File: src/rtl/exc_entry_pkg.sv
package exc_entry_pkg;
    localparam int unsigned SR_SUPV = 0;
    localparam int unsigned SR_EXEN = 1;
    localparam int unsigned SR_IMMU = 2;
    localparam int unsigned SR_DMMU = 3;

    typedef enum logic [1:0] {
        ST_IDLE   = 2'd0,
        ST_DSWAIT = 2'd1,
        ST_COMMIT = 2'd2,
        ST_HALT   = 2'd3
    } ent_state_e;

    typedef enum logic [1:0] {
        SEL_SR  = 2'd0,
        SEL_EPC = 2'd1,
        SEL_EEA = 2'd2,
        SEL_ESR = 2'd3
    } spr_sel_e;
endpackage

File: src/rtl/exc_entry_seq.sv
module exc_entry_seq
    import exc_entry_pkg::*;
#(
    parameter int unsigned AW = 32
) (
    input  logic          clk,
    input  logic          rst_n,
    input  logic          req_valid,
    output logic          req_ready,
    input  logic [AW-1:0] req_vector,
    input  logic [AW-1:0] req_ea,
    input  logic [AW-1:0] pc_cur,
    input  logic [AW-1:0] pc_next,
    input  logic          exc_en,
    input  logic          ds_done,
    output logic          ds_run,
    output logic          commit,
    output logic [AW-1:0] commit_ea,
    output logic          redirect_valid,
    output logic [AW-1:0] redirect_pc,
    output logic          halt
);
    localparam logic [AW-1:0] INSN_STEP = AW'(4);

    typedef struct packed {
        ent_state_e    st;
        logic [AW-1:0] vec;
        logic [AW-1:0] ea;
        logic          redir;
    } seq_t;

    seq_t seq_d, seq_q;
    logic slot_pending;

    assign slot_pending = (pc_next != (pc_cur + INSN_STEP));

    always_comb begin
        seq_d       = seq_q;
        seq_d.redir = 1'b0;
        unique case (seq_q.st)
            ST_IDLE: begin
                if (req_valid) begin
                    seq_d.vec = req_vector;
                    seq_d.ea  = req_ea;
                    if (!exc_en)           seq_d.st = ST_HALT;
                    else if (slot_pending) seq_d.st = ST_DSWAIT;
                    else                   seq_d.st = ST_COMMIT;
                end
            end
            ST_DSWAIT: begin
                if (ds_done) seq_d.st = ST_COMMIT;
            end
            ST_COMMIT: begin
                seq_d.redir = 1'b1;
                seq_d.st    = ST_IDLE;
            end
            default: seq_d.st = ST_HALT;
        endcase
    end

    always_ff @(posedge clk) begin
        if (!rst_n) begin
            seq_q <= '{st: ST_IDLE, vec: '0, ea: '0, redir: 1'b0};
        end else begin
            seq_q <= seq_d;
        end
    end

    assign req_ready      = (seq_q.st == ST_IDLE);
    assign ds_run         = (seq_q.st == ST_DSWAIT);
    assign commit         = (seq_q.st == ST_COMMIT);
    assign halt           = (seq_q.st == ST_HALT);
    assign commit_ea      = seq_q.ea;
    assign redirect_valid = seq_q.redir;
    assign redirect_pc    = seq_q.vec;
endmodule

File: src/rtl/exc_entry_regs.sv
module exc_entry_regs
    import exc_entry_pkg::*;
#(
    parameter int unsigned AW  = 32,
    parameter int unsigned SRW = 16
) (
    input  logic           clk,
    input  logic           rst_n,
    input  logic           commit,
    input  logic [AW-1:0]  commit_pc,
    input  logic [AW-1:0]  commit_ea,
    input  logic           spr_we,
    input  logic [1:0]     spr_sel,
    input  logic [AW-1:0]  spr_wdata,
    output logic [SRW-1:0] sr,
    output logic [AW-1:0]  epcr,
    output logic [AW-1:0]  eear,
    output logic [SRW-1:0] esr
);
    localparam logic [SRW-1:0] SR_RST   = SRW'((1 << SR_SUPV) | (1 << SR_EXEN));
    localparam logic [AW-1:0]  PC_ALIGN = ~AW'(3);

    typedef struct packed {
        logic [SRW-1:0] sr;
        logic [AW-1:0]  epc;
        logic [AW-1:0]  eea;
        logic [SRW-1:0] esr;
    } regs_t;

    regs_t regs_d, regs_q;

    always_comb begin
        regs_d = regs_q;
        if (commit) begin
            regs_d.esr          = regs_q.sr;
            regs_d.epc          = commit_pc & PC_ALIGN;
            regs_d.eea          = commit_ea;
            regs_d.sr[SR_DMMU]  = 1'b0;
            regs_d.sr[SR_IMMU]  = 1'b0;
            regs_d.sr[SR_SUPV]  = 1'b1;
            regs_d.sr[SR_EXEN]  = 1'b0;
        end else if (spr_we) begin
            unique case (spr_sel)
                SEL_SR:  regs_d.sr  = spr_wdata[SRW-1:0];
                SEL_EPC: regs_d.epc = spr_wdata;
                SEL_EEA: regs_d.eea = spr_wdata;
                default: regs_d.esr = spr_wdata[SRW-1:0];
            endcase
        end
    end

    always_ff @(posedge clk) begin
        if (!rst_n) begin
            regs_q <= '{sr: SR_RST, epc: '0, eea: '0, esr: '0};
        end else begin
            regs_q <= regs_d;
        end
    end

    assign sr   = regs_q.sr;
    assign epcr = regs_q.epc;
    assign eear = regs_q.eea;
    assign esr  = regs_q.esr;
endmodule

File: src/rtl/exc_entry_ctrl.sv
module exc_entry_ctrl
    import exc_entry_pkg::*;
#(
    parameter int unsigned AW  = 32,
    parameter int unsigned SRW = 16
) (
    input  logic           clk,
    input  logic           rst_n,
    input  logic           req_valid,
    output logic           req_ready,
    input  logic [AW-1:0]  req_vector,
    input  logic [AW-1:0]  req_ea,
    input  logic [AW-1:0]  pc_cur,
    input  logic [AW-1:0]  pc_next,
    output logic           ds_run,
    input  logic           ds_done,
    output logic           redirect_valid,
    output logic [AW-1:0]  redirect_pc,
    output logic           halt,
    input  logic           spr_we,
    input  logic [1:0]     spr_sel,
    input  logic [AW-1:0]  spr_wdata,
    output logic [SRW-1:0] sr,
    output logic [AW-1:0]  epcr,
    output logic [AW-1:0]  eear,
    output logic [SRW-1:0] esr
);
    logic          commit;
    logic [AW-1:0] commit_ea;

    exc_entry_seq #(.AW(AW)) u_seq (
        .clk            (clk),
        .rst_n          (rst_n),
        .req_valid      (req_valid),
        .req_ready      (req_ready),
        .req_vector     (req_vector),
        .req_ea         (req_ea),
        .pc_cur         (pc_cur),
        .pc_next        (pc_next),
        .exc_en         (sr[SR_EXEN]),
        .ds_done        (ds_done),
        .ds_run         (ds_run),
        .commit         (commit),
        .commit_ea      (commit_ea),
        .redirect_valid (redirect_valid),
        .redirect_pc    (redirect_pc),
        .halt           (halt)
    );

    exc_entry_regs #(.AW(AW), .SRW(SRW)) u_regs (
        .clk       (clk),
        .rst_n     (rst_n),
        .commit    (commit),
        .commit_pc (pc_cur),
        .commit_ea (commit_ea),
        .spr_we    (spr_we),
        .spr_sel   (spr_sel),
        .spr_wdata (spr_wdata),
        .sr        (sr),
        .epcr      (epcr),
        .eear      (eear),
        .esr       (esr)
    );
endmodule

File: config.mk
export PLATFORM = sky130hd
export DESIGN_NAME = exc_entry_ctrl
export DESIGN_NICKNAME = d
export VERILOG_FILES = /design/src/rtl/exc_entry_pkg.sv /design/src/rtl/exc_entry_seq.sv /design/src/rtl/exc_entry_regs.sv /design/src/rtl/exc_entry_ctrl.sv
export SDC_FILE = /design/constraint.sdc
export NUM_CORES = 1
export LEC_CHECK = 0
export CAP_MARGIN = 20
export CORE_ASPECT_RATIO = 1.5
export CORE_MARGIN = 2
export CORE_UTILIZATION = 45
export CTS_CLUSTER_DIAMETER = 50
export DETAILED_ROUTE_END_ITERATION = 16
export HOLD_SLACK_MARGIN = 0.02
export PLACE_DENSITY = 0.79
export SLEW_MARGIN = 20
export SYNTH_ARGS = -nofsm -noshare
export SYNTH_HDL_FRONTEND = slang
export SYNTH_SLANG_ARGS = --single-unit
File: constraint.sdc
create_clock -name clk -period 3.24 [get_ports clk]
set_clock_uncertainty 0.2 [all_clocks]
set_input_delay 0.486 -clock clk [delete_from_list [all_inputs] [get_ports clk]]
set_output_delay 0.486 -clock clk [all_outputs]
set_load 0.005 [all_outputs]
Word level (Yosys, flattened, before mapping)
Cells that the tools add are included.
{"block": "op_classes", "reduce_logical": 17, "n_bitwise": 2, "n_eq_ne": 9, "n_mux": 12, "n_addsub": 1}
{"cell": "$mux W82", "count": 2}
{"cell": "$mux W66", "count": 1}
{"cell": "$mux W32", "count": 2}
{"cell": "$add A32 B3 Y32 const B", "count": 1}
{"cell": "$ne A32 B32 Y1", "count": 1}
{"cell": "$mux W16", "count": 1}
{"cell": "$reduce_and A2 Y1", "count": 8}
{"cell": "$mux W2", "count": 4}
{"cell": "$reduce_bool A2 Y1", "count": 4}
{"cell": "$eq A2 B2 Y1 const B", "count": 3}
{"cell": "$pmux W2 S3", "count": 1}
{"cell": "$eq A2 B1 Y1 const B", "count": 2}
{"cell": "$logic_not A2 Y1", "count": 2}
{"cell": "$ne A2 B1 Y1 const B", "count": 2}
{"cell": "$reduce_and A3 Y1", "count": 1}
{"cell": "$reduce_or A3 Y1", "count": 1}
{"cell": "$ne A2 B2 Y1 const B", "count": 1}
{"cell": "$not A1 Y1", "count": 2}
{"cell": "$reduce_or A2 Y1", "count": 1}
{"cell": "$mux W1", "count": 1}
{"block": "word_totals", "out_inout_bits": 132, "input_bits": 167, "elab_cells": 52, "regBits": 163}

Depth between registers and ports, before layout
Gate-level depths: netlist of the first run.
{"block": "logic_depth", "ltp_word": 6, "ltp_mapped": 11, "mapped_depth_nobuf": 9}

By module
From an unflattened synthesis of the first run, not the netlist that was laid out.
{"block": "unflattened", "hier_cells": 950, "area_unflattened_um2": 7882.6}
{"mod": "exc_entry_seq", "seq_area_each_um2": 1341.3, "instances": 1, "area_per_inst_um2": 4070.2, "cells_per_inst": 531}
{"mod": "exc_entry_regs", "seq_area_each_um2": 1921.8, "instances": 1, "area_per_inst_um2": 3812.4, "cells_per_inst": 419}

Worst setup path before layout of the first run
Ideal clock, no wire load.
{"block": "synth_timing", "path_type": "input to register", "start": "input port pc_cur[7]", "end": "register u_seq.seq_q[65] (netlist bit)", "required_time_ns": 2.924, "path_stages": 11, "setup_time_ns": 0.116, "n_path_buf": 3, "slack_ns": 0.386, "t_arrival_ns": 2.538, "path_cell_list": "buf_2 nand2_1 or4_1 buf_2 or4_1 buf_2 mux2i_1 mux2i_1 nor2_1 o2111ai_1 o211a_1"}
{"block": "synth_via", "elab_chain_cells": 6}
{"element": "from (decl)", "line": "exc_entry_ctrl.sv:13", "text": "input logic [AW-1:0] pc_cur,"}
{"element": "$add A32 B3 Y32", "line": "exc_entry_seq.sv:35", "text": "assign slot_pending = (pc_next != (pc_cur + INSN_STEP));"}
{"element": "$ne A32 B32 Y1", "line": "exc_entry_seq.sv:35"}
{"element": "$mux W2", "line": "exc_entry_seq.sv:46", "text": "else if (slot_pending) seq_d.st = ST_DSWAIT;"}
{"element": "$mux W2", "line": "exc_entry_seq.sv:45", "text": "if (!exc_en) seq_d.st = ST_HALT;"}
{"element": "$mux W66", "line": "exc_entry_seq.sv:42", "text": "if (req_valid) begin"}
{"element": "$pmux W2 S3", "line": "exc_entry_seq.sv:40", "text": "unique case (seq_q.st)"}
{"element": "to (signal assigned)", "line": "exc_entry_seq.sv:63", "text": "seq_q <= '{st: ST_IDLE, vec: '0, ea: '0, redir: 1'b0};"}
{"element": "to (signal assigned)", "line": "exc_entry_seq.sv:65", "text": "seq_q <= seq_d;"}
{"element": "to (decl)", "line": "exc_entry_seq.sv:32", "text": "seq_t seq_d, seq_q;"}
Every way passes these cells. The select of a mux whose other input is x is not followed.
A chain may end at the register's enable or synchronous reset.

Worst setup path after layout of the first run
{"block": "layout_timing", "start": "input port pc_cur[5]", "end": "register u_seq.seq_q[66] (netlist bit)"}
Same word-level chain as after synthesis.

==> results of run 1 <==
==> cell families (layout without fill, tap and decap cells) <==
kind of cell / count (synthesis) / after routing / share of synthesized area [%]
and+or+nand+nor: 429 / 429 / 24.3
AOI/OAI and AO/OA: 228 / 228 / 17.3
DFF: 163 / 163 / 40.1
buffers and inverters: 111 / 391 / 6.68
muxes: 54 / 54 / 6.63
xor gates and xnor gates: 38 / 38 / 4.09
adders and majority gates: 6 / 6 / 0.891
other: 0 / 2 / 0
==> synthesized netlist by cell type, types with 2 or more instances <==
cell / count
or4_1: 2
a21oi_1: 71
o31ai_1: 2
nor3_1: 4
and4_1: 4
and2_1: 50
clkbuf_1: 56
o21ai_0: 55
buf_1: 11
nor2_1: 16
buf_2: 3
nor4_1: 4
inv_1: 8
a31oi_1: 2
mux2i_1: 54
xnor2_1: 15
nand4_1: 6
o2111ai_1: 4
nor2b_1: 35
dfxtp_1: 163
nand3b_1: 3
and3_1: 5
a21boi_0: 79
o211ai_1: 2
xor2_1: 23
ha_1: 5
nand2b_1: 3
nand3_1: 41
nand2_1: 252
buf_4: 33
a211o_1: 3
==> where the power goes <==
group          total (W)  switching (W)  internal [W]
logic            0.00212        0.00107       0.00105
clock network    0.00196       0.000882       0.00108
registers        0.00248       0.000173       0.00231
total            0.00657        0.00212       0.00444
==> routing by layer <==
| metal | up-vias | track usage [%] | routed length, um | part of all wire (%) |
|---|---|---|---|---|
| met5 | - | 0 | 0 | 0 |
| met4 | 0 | 11.5 | 909 | 3.5 |
| met3 | 45 | 5.98 | 1740 | 6.6 |
| met2 | 267 | 46.2 | 13200 | 50 |
| met1 | 3686 | 31.7 | 10400 | 40 |
| li1 | 3957 | - | - | - |
==> final timing paths <==
check | cells past startpoint | endpoint | slack [ns] | startpoint
worst max-delay path | 9 | u_seq.seq_q[66] | 0.24 | pc_cur[5]
worst min-delay path | 2 | u_seq.commit_ea[31] | 0.26 | u_seq.commit_ea[31]
worst max register to register | 5 | u_regs.sr[2] | 1.09 | u_seq.seq_q[65]
worst min register to register | 2 | u_seq.commit_ea[31] | 0.26 | u_seq.commit_ea[31]
==> sequential cells by signal (all words and copies together), names as in the netlist <==
| signal | cells |
|---|---|
| u_regs.esr | 16 |
| u_seq.redirect_valid | 1 |
| u_seq.commit_ea | 32 |
| u_regs.epcr | 32 |
| u_regs.sr | 16 |
| u_seq.redirect_pc | 32 |
| u_regs.eear | 32 |
| u_seq.seq_q | 2 |
==> cell type report <==
cell class	count	area [sq um]
antenna	2	5.00
clock buffer	18	429
clock inverter	14	144
fill	1530	5950
inverter	8	30.0
multi-input combinational	755	4360
sequential	163	3260
tap	217	272
timing repair buffer	351	3420
==> critical path, stage by stage <==
cell,delay (ns)
clkdlybuf4s50_1,0.48
nand2_1,0.07
or4_1,0.68
or4_1,0.60
xnor2_1,0.16
mux2i_1,0.12
nor2_1,0.06
o2111ai_1,0.26
a41oi_1,0.14
==> metrics by stage <==
stage,util (%),hold slack (ns)
after floorplan,-,0.244
after global placement,63.4,0.248
after detailed placement,63.4,0.256
after CTS,66.7,0.265
after global routing,66.7,0.283
final,66.7,0.261
==> placed cells by master (no fill, tap or decap), types with 8 or more instances in the layout <==
master,n
a21boi_0,79
a21oi_1,71
and2_1,49
buf_4,51
clkbuf_16,17
clkdlybuf4s50_1,297
dfxtp_1,163
inv_1,8
mux2i_1,54
nand2_1,251
nand3_1,41
nor2_1,16
nor2b_1,35
o21ai_0,55
xnor2_1,15
xor2_1,23
==> results_dict.tcl, run 1 <==
set metrics [dict create \
    cts.sinks 163 \
    dr_total_vias 7955 \
    grt_usage_pct 26.7 \
    clkLatencyLatePin_ns 0.42 \
    viasPerCell 5.21 \
    fmaxAchievable_ghz 0.333 \
    cts-root-buf "clkbuf_16" \
    die_w_um 114 \
    fin_tns_setup_ns 0 \
    fin_area_sq_um 11900 \
    gp_congestion 0.948 \
    worst-setup-path-type "in -> reg" \
    ys.flop_type "dfxtp_1" \
    dieArea_sq_um 19200 \
    p_leak_nw 4.61 \
    postRouteAntennaNets 0 \
    yosys-top-cells-area "dfxtp_1 40%, nand2_1 12%, a21boi_0 7.3%, mux2i_1 6.6%, a21oi_1 4.4%" \
    yosysTopAreaCell "dfxtp_1" \
    first_global_vias 7607 \
    synth_nets 1201 \
    initial_utilization_pct 45.6 \
    routedWlPerCell_um 17.2 \
    synthCells 1029 \
    async_reset_ff_share_pct 0 \
    fin_nets 1468 \
    cellPowerDensity_nw_per_um2 551 \
    syn2layout_area_growth_pct 46.3 \
    relSlewSlack_pct 56.9 \
    placedInstanceArea_sq_um 11300 \
    yosysWarnings 0 \
    dr.pass1.iters 5 \
    hold_class "reg -> reg" \
    rsz0062_at_grt "false" \
    pre_cts_slack_ns -0.168 \
    core.rowCount 60 \
    setup_viol 0 \
    fin_cells 1528 \
    syn_avg_cell_area_sq_um 7.92 \
    end_kind "flip-flop" \
    crit_fanout 5 \
    drv_slew 0 \
    cts_resized 0 \
    outcome "finished, final reports clean" \
    arrival_ns 3.08 \
    required_ns 3.32 \
    drive_above_1_share_pct 6.95 \
    synth_edf_count 0 \
    num_io_pins 299 \
    io_buffers 298 \
    cts.path.max_buffers 2 \
    cts_tree "done" \
    ir_drop_v 0.000379 \
    drtIter0Drc 477 \
    clk_pin_slew_ns 0.06 \
    overflow 0 \
    dp.cells 1494 \
    maxCapViolCount 0 \
    yosys.area.top_type_share_pct 40.1 \
    min_period_ns 3.00 \
    cts_setup_buffers 0 \
    wl_mm 26.2 \
    synth.ff_latch_count 163 \
    finalHoldViolCount 0 \
    setup_ws_ns 0.239 \
    yosysUniqueCellTypes 46 \
    drc 0 \
    p_total_w 0.00657 \
    dp_hpwl_mm 19.7 \
    core_sq_um 17900 \
    syn_area_sq_um 8150 \
    grt_start_max_net_pins 76 \
    h-tree-depth 4 \
    numCtsBuffers 17 \
    fin_crit_sh_pct 92.6 \
    grt_first_pass_wirelength_mm 40.7 \
    yosysSeqAreaShare_pct 40.1 \
    postCtsHoldBufs 0 \
    worst_slew_pin_slew_ns 0.647 \
    start_kind "input port" \
    antenna_found_initial 2 \
    fp.dieH_um 169 \
]
(Power assumes the default switching activity.)
==> inputs of run 2 (changes only) <==
--- a/config.mk
+++ b/config.mk
@@ -8,11 +8,14 @@
 export CAP_MARGIN = 20
 export CORE_ASPECT_RATIO = 1.5
 export CORE_MARGIN = 2
-export CORE_UTILIZATION = 45
+export CORE_UTILIZATION = 50
 export CTS_CLUSTER_DIAMETER = 50
+export CTS_CLUSTER_SIZE = 40
 export DETAILED_ROUTE_END_ITERATION = 16
+export DONT_BUFFER_PORTS = 1
+export GPL_TIMING_DRIVEN = 0
 export HOLD_SLACK_MARGIN = 0.02
-export PLACE_DENSITY = 0.79
+export PLACE_DENSITY = 0.63
 export SLEW_MARGIN = 20
 export SYNTH_ARGS = -nofsm -noshare
 export SYNTH_HDL_FRONTEND = slang
==> run 2 against run 1 <==
Net effect: utilization fell by 5.8 points; clock power barely moved; wire length down 5.1%; die area decreased by 9.7%; largest cell class unchanged; sequential power rose by 2%; highest routed layer unchanged; worst hold slack lost 0.22 ns; register-to-register slack got worse by 0.31 ns; non-clock buffer count down 168.
==> results_dict.tcl, run 2 (synthesis results as in run 1) <==
set metrics [dict create \
    grt_start_max_net_pins 17 \
    clkLatencyLatePin_ns 0.43 \
    cts.path.max_buffers 2 \
    ir_drop_v 0.000420 \
    drv_slew 0 \
    min_period_ns 2.89 \
    end_kind "flip-flop" \
    relSlewSlack_pct 31.2 \
    fp.dieH_um 160 \
    first_global_vias 7288 \
    wl_mm 24.9 \
    fin_tns_setup_ns 0 \
    setup_viol 0 \
    fin_crit_sh_pct 89.2 \
    crit_fanout 7 \
    core_sq_um 16000 \
    gp_congestion 0.879 \
    grt_first_pass_wirelength_mm 38.1 \
    cellPowerDensity_nw_per_um2 617 \
    dieArea_sq_um 17400 \
    cts_setup_buffers 0 \
    cts-root-buf "clkbuf_16" \
    maxCapViolCount 0 \
    final_cell_mix "252 x nand2_1, 163 x dfxtp_1, 80 x dlygate4sd3_1, 79 x a21boi_0, 71 x a21oi_1" \
    dr_total_vias 7208 \
    diodes 0 \
    cts_resized 0 \
    dp_hpwl_mm 19.2 \
    fin_nets 1300 \
    cts.sinks 163 \
    postRouteAntennaNets 0 \
    fmaxAchievable_ghz 0.346 \
    nFillCells 1518 \
    required_ns 3.36 \
    die_w_um 108 \
    core.rowCount 57 \
    io_buffers 0 \
    postCtsHoldBufs 80 \
    fin_util_pct 60.9 \
    dr.pass1.iters 5 \
    routedWlPerCell_um 18.5 \
    drive_above_1_share_pct 6.05 \
    start_kind "input port" \
    initial_utilization_pct 50.8 \
    fin_cells 1347 \
    syn2layout_area_growth_pct 20.0 \
    finalHoldViolCount 0 \
    numCtsBuffers 17 \
    h-tree-depth 4 \
    hold_class "in -> reg" \
    p_leak_nw 3.84 \
    viasPerCell 5.35 \
    antenna_found_initial 0 \
    rsz0062_at_grt "false" \
    grt_usage_pct 28.5 \
    num_io_pins 299 \
    arrival_ns 3.01 \
    final_common_cell "nand2_1" \
    clk_pin_slew_ns 0.06 \
    cts_tree "done" \
    drc 0 \
    worst_slew_pin_slew_ns 1.03 \
    dp.cells 1235 \
    worst-setup-path-type "in -> reg" \
    outcome "finished, final reports clean" \
    drtIter0Drc 365 \
    overflow 0 \
]
## run 2: cell types whose count changed in the layout (fill, tap and decap cells not counted), sizes merged
cell	delta
dlygate4sd3	+80
inv	-3
clkbuf	+57
clkinvlp	-2
clkdlybuf4s50	-297
clkinv	+4
diode	-2
buf	-7
## run 2: path summary, 6_finish.rpt
| check | endpoint | depth (start not counted) | slack (ns) | from |
|---|---|---|---|---|
| hold / removal | u_seq.commit_ea[5] | 2 | 0.05 | req_ea[5] |
| hold reg to reg | u_seq.redirect_pc[9] | 2 | 0.26 | u_seq.redirect_pc[9] |
| setup reg to reg | u_regs.epcr[10] | 8 | 0.78 | u_seq.seq_q[65] |
| setup / recovery | u_seq.seq_q[65] | 7 | 0.35 | pc_cur[11] |
## run 2: worst max-delay path: stages
cell and delay [ns]:
and4_1 0.28, nand3_1 0.23, nor4_1 0.82, nand4_1 0.17, a2111oi_1 0.47, o2111ai_1 0.28
o211a_1 0.28
## run 2: through the flow
stage | setup WS (ns) | hold slack, ns | cell area (sq um) | power (W)
3_3_place_gp | -0.0913 | 0.251 | 8400 | 0.00403
4_1_cts | 0.379 | 0.0338 | 9770 | 0.00608
2_1_floorplan | 0.386 | 0.244 | 8150 | 0.00361
3_5_place_dp | -0.0541 | 0.257 | 8400 | 0.00406
6_report | 0.350 | 0.0450 | 9770 | 0.00603
5_1_grt | 0.199 | 0.0384 | 9770 | 0.00638
## run 2: routing by layer
metal	wire length (um)	track usage (%)
met1	9380	29.4
met2	12600	51.0
met3	1870	8.60
met4	1020	14.9
met5	0	0
## run 2: where the power goes
group | internal, W | leakage, nW | switching [W]
sequential | 0.00231 | 1.33 | 0.000232
clock | 0.00109 | 0.278 | 0.000862
combinational | 0.000608 | 2.23 | 0.000930
## run 2: area by class of cell
type                    count  area, sq um  area share, %
multi-input cells         755         4340           44.4
flip-flops and latches    163         3260           33.4
repair buffers             80          801           8.19
plain buffers             103          514           5.26
clock buffers              19          443           4.53
well taps                 206          258           2.64
clock inverters            13          126           1.29
inverters                   8         30.0          0.307
==> inputs of run 3 (changes only) <==
--- a/config.mk
+++ b/config.mk
@@ -6,7 +6,7 @@
 export NUM_CORES = 1
 export LEC_CHECK = 0
 export CAP_MARGIN = 20
-export CORE_ASPECT_RATIO = 1.5
+export CORE_ASPECT_RATIO = 2
 export CORE_MARGIN = 2
 export CORE_UTILIZATION = 50
 export CTS_CLUSTER_DIAMETER = 50
==> run 3 against run 2 <==
Net effect: clock power rose by 4%; combinational power barely moved; sequential share of layout area is 0.10 points lower; design area is 0.31% higher; wire length increased by 1.7%; non-clock buffer count did not move; die area up 0.24%; worst hold slack gained 0.012 ns; largest cell class unchanged; highest routed layer unchanged.
==> results_dict.tcl, run 3 (synthesis results as in run 1) <==
set metrics [dict create \
    core.rowCount 66 \
    dr.pass1.iters 4 \
    reg2reg_depth 7 \
    fin_tns_setup_ns 0 \
    routedWlPerCell_um 18.8 \
    cpPeakStageDelay_ns 0.47 \
    viasPerCell 5.45 \
    switching_share_pct 33.0 \
    intPower_w 0.00411 \
    worstHoldEndpoint "u_regs.sr[2]" \
    ir_drop_v 0.000576 \
    p_comb_share_pct 25.3 \
    cellPowerDensity_nw_per_um2 625 \
    cts_resized 0 \
    hold_class "in -> reg" \
    drc 0 \
    num_io_pins 299 \
    arrival_ns 2.88 \
    pwr-share-seq_pct 41.5 \
    outcome "finished, final reports clean" \
    cts.sinks 163 \
    pre_cts_slack_ns 0.0493 \
    end_kind "flip-flop" \
    start_kind "input port" \
    fin_nets 1300 \
    min_delay_path_depth 2 \
    dr_total_vias 7330 \
    core_sq_um 16100 \
    min_period_ns 2.76 \
    reg2reg_from "u_seq.seq_q[65]" \
    die_w_um 94.3 \
    first_global_vias 7138 \
    switchingPower_w 0.00202 \
    syn2layout_area_growth_pct 20.4 \
    grt_start_max_net_pins 17 \
    clk_pin_slew_ns 0.06 \
    gp_congestion 0.861 \
    diodes 0 \
    cts_setup_buffers 0 \
    worst-setup-path-type "in -> reg" \
    dp_hpwl_mm 19.2 \
    crit_slowest_cell "or4_1" \
    h-tree-depth 4 \
    numCtsBuffers 17 \
    worstHoldStart "spr_wdata[2]" \
    maxCapViolCount 0 \
    cpMostUsedCell "buf_2" \
    drv_slew 0 \
    path_buf_inv 3 \
    io_buffers 0 \
    path_cells "buf_2, nand2_1, or4_1, buf_2, or4_1, buf_2, xnor2_1, mux2i_1, nor2_1, o2111ai_1, o211a_1" \
    regToRegEndpoint "u_seq.redirect_pc[15]" \
    reg2reg_slack_ns 0.79 \
    postRouteAntennaNets 0 \
    required_ns 3.35 \
    drtIter0Drc 246 \
    drive_above_1_share_pct 6.13 \
    setup_viol 0 \
    finalHoldViolCount 0 \
    dieArea_sq_um 17400 \
    final_common_cell "nand2_1" \
    relSlewSlack_pct 31.8 \
    fp.dieH_um 185 \
    p_leak_nw 3.85 \
    postCtsHoldBufs 80 \
    crit_family "simple AND/OR/NAND/NOR gates" \
    power_frac_clock_pct 33.2 \
    grt_first_pass_wirelength_mm 38.5 \
    rsz0062_at_grt "false" \
    antenna_found_initial 0 \
    worst_slew_pin_slew_ns 1.02 \
    cts_tree "done" \
    fin_crit_sh_pct 85.3 \
    cts-root-buf "clkbuf_16" \
    clkLatencyLatePin_ns 0.42 \
    wl_mm 25.3 \
    grt_usage_pct 28.9 \
    final_cell_mix "252 x nand2_1, 163 x dfxtp_1, 80 x dlygate4sd3_1, 79 x a21boi_0, 71 x a21oi_1" \
    cts.path.max_buffers 2 \
    fmaxAchievable_ghz 0.362 \
    initial_utilization_pct 50.6 \
    overflow 0 \
    crit_fanout 8 \
    setup_ws_ns 0.477 \
]
-- run 3: cell types whose count changed in the layout (fill, tap and decap cells not counted), sizes merged --
cell	change
inv	+1
bufinv	+1
clkinv	-2
-- run 3: through the flow --
step / utilization (%) / area (sq um) / cells / total power, W / hold WS, ns
floorplan: - / 8150 / 1029 / 0.00361 / 0.244
global placement: 52.2 / 8400 / 1233 / 0.00401 / 0.251
detailed placement: 52.2 / 8400 / 1233 / 0.00406 / 0.256
CTS: 60.9 / 9800 / 1345 / 0.00618 / 0.0344
global route: 60.9 / 9800 / 1345 / 0.00650 / 0.0449
finish: 60.9 / 9800 / 1345 / 0.00613 / 0.0569
-- run 3: worst max-delay path by stage --
stage	start	to	slack [ns]	depth (start not counted)
6_report	pc_cur[7]	u_seq.seq_q[65]	0.48	11
5_1_grt	pc_cur[7]	u_seq.seq_q[65]	0.30	11
4_1_cts	pc_cur[7]	u_seq.seq_q[65]	0.49	11
3_5_place_dp	pc_cur[7]	u_seq.seq_q[65]	0.05	11
3_3_place_gp	pc_cur[7]	u_seq.seq_q[65]	0.08	11
2_1_floorplan	pc_cur[7]	u_seq.seq_q[65]	0.39	11
-- run 3: cell type report --
class / instances / area (sq um)
multi-input combinational: 755 / 4340
sequential: 163 / 3260
buffer: 103 / 514
tap: 204 / 255
clock inverter: 13 / 149
inverter: 8 / 30.0
timing repair buffer: 80 / 801
fill: 1504 / 6300
clock buffer: 19 / 453
-- run 3: worst register-to-register path, delay by kind of cell, from the launching register on --
family | cells | cell delay (ns)
compound gates | 1 | 0.23
fa+ha+maj | 1 | 0.30
buf+inv | 3 | 1.01
flops | 1 | 0.32
simple gates | 2 | 0.28
-- run 3: layer usage --
metal,track usage (%),wire (um)
met5,0,0
met4,12.5,897
met3,8.99,2160
met2,49.7,12900
met1,32.3,9420
-- run 3: power by group through the flow --
| stage | clock network (W) | registers [W] | logic (W) |
|---|---|---|---|
| 6_report | 0.00203 | 0.00255 | 0.00155 |
| 5_1_grt | 0.00216 | 0.00258 | 0.00176 |
| 4_1_cts | 0.00208 | 0.00255 | 0.00155 |
| 3_5_place_dp | 0 | 0.00259 | 0.00147 |
| 3_3_place_gp | 0 | 0.00258 | 0.00143 |
| 2_1_floorplan | 0 | 0.00250 | 0.00112 |
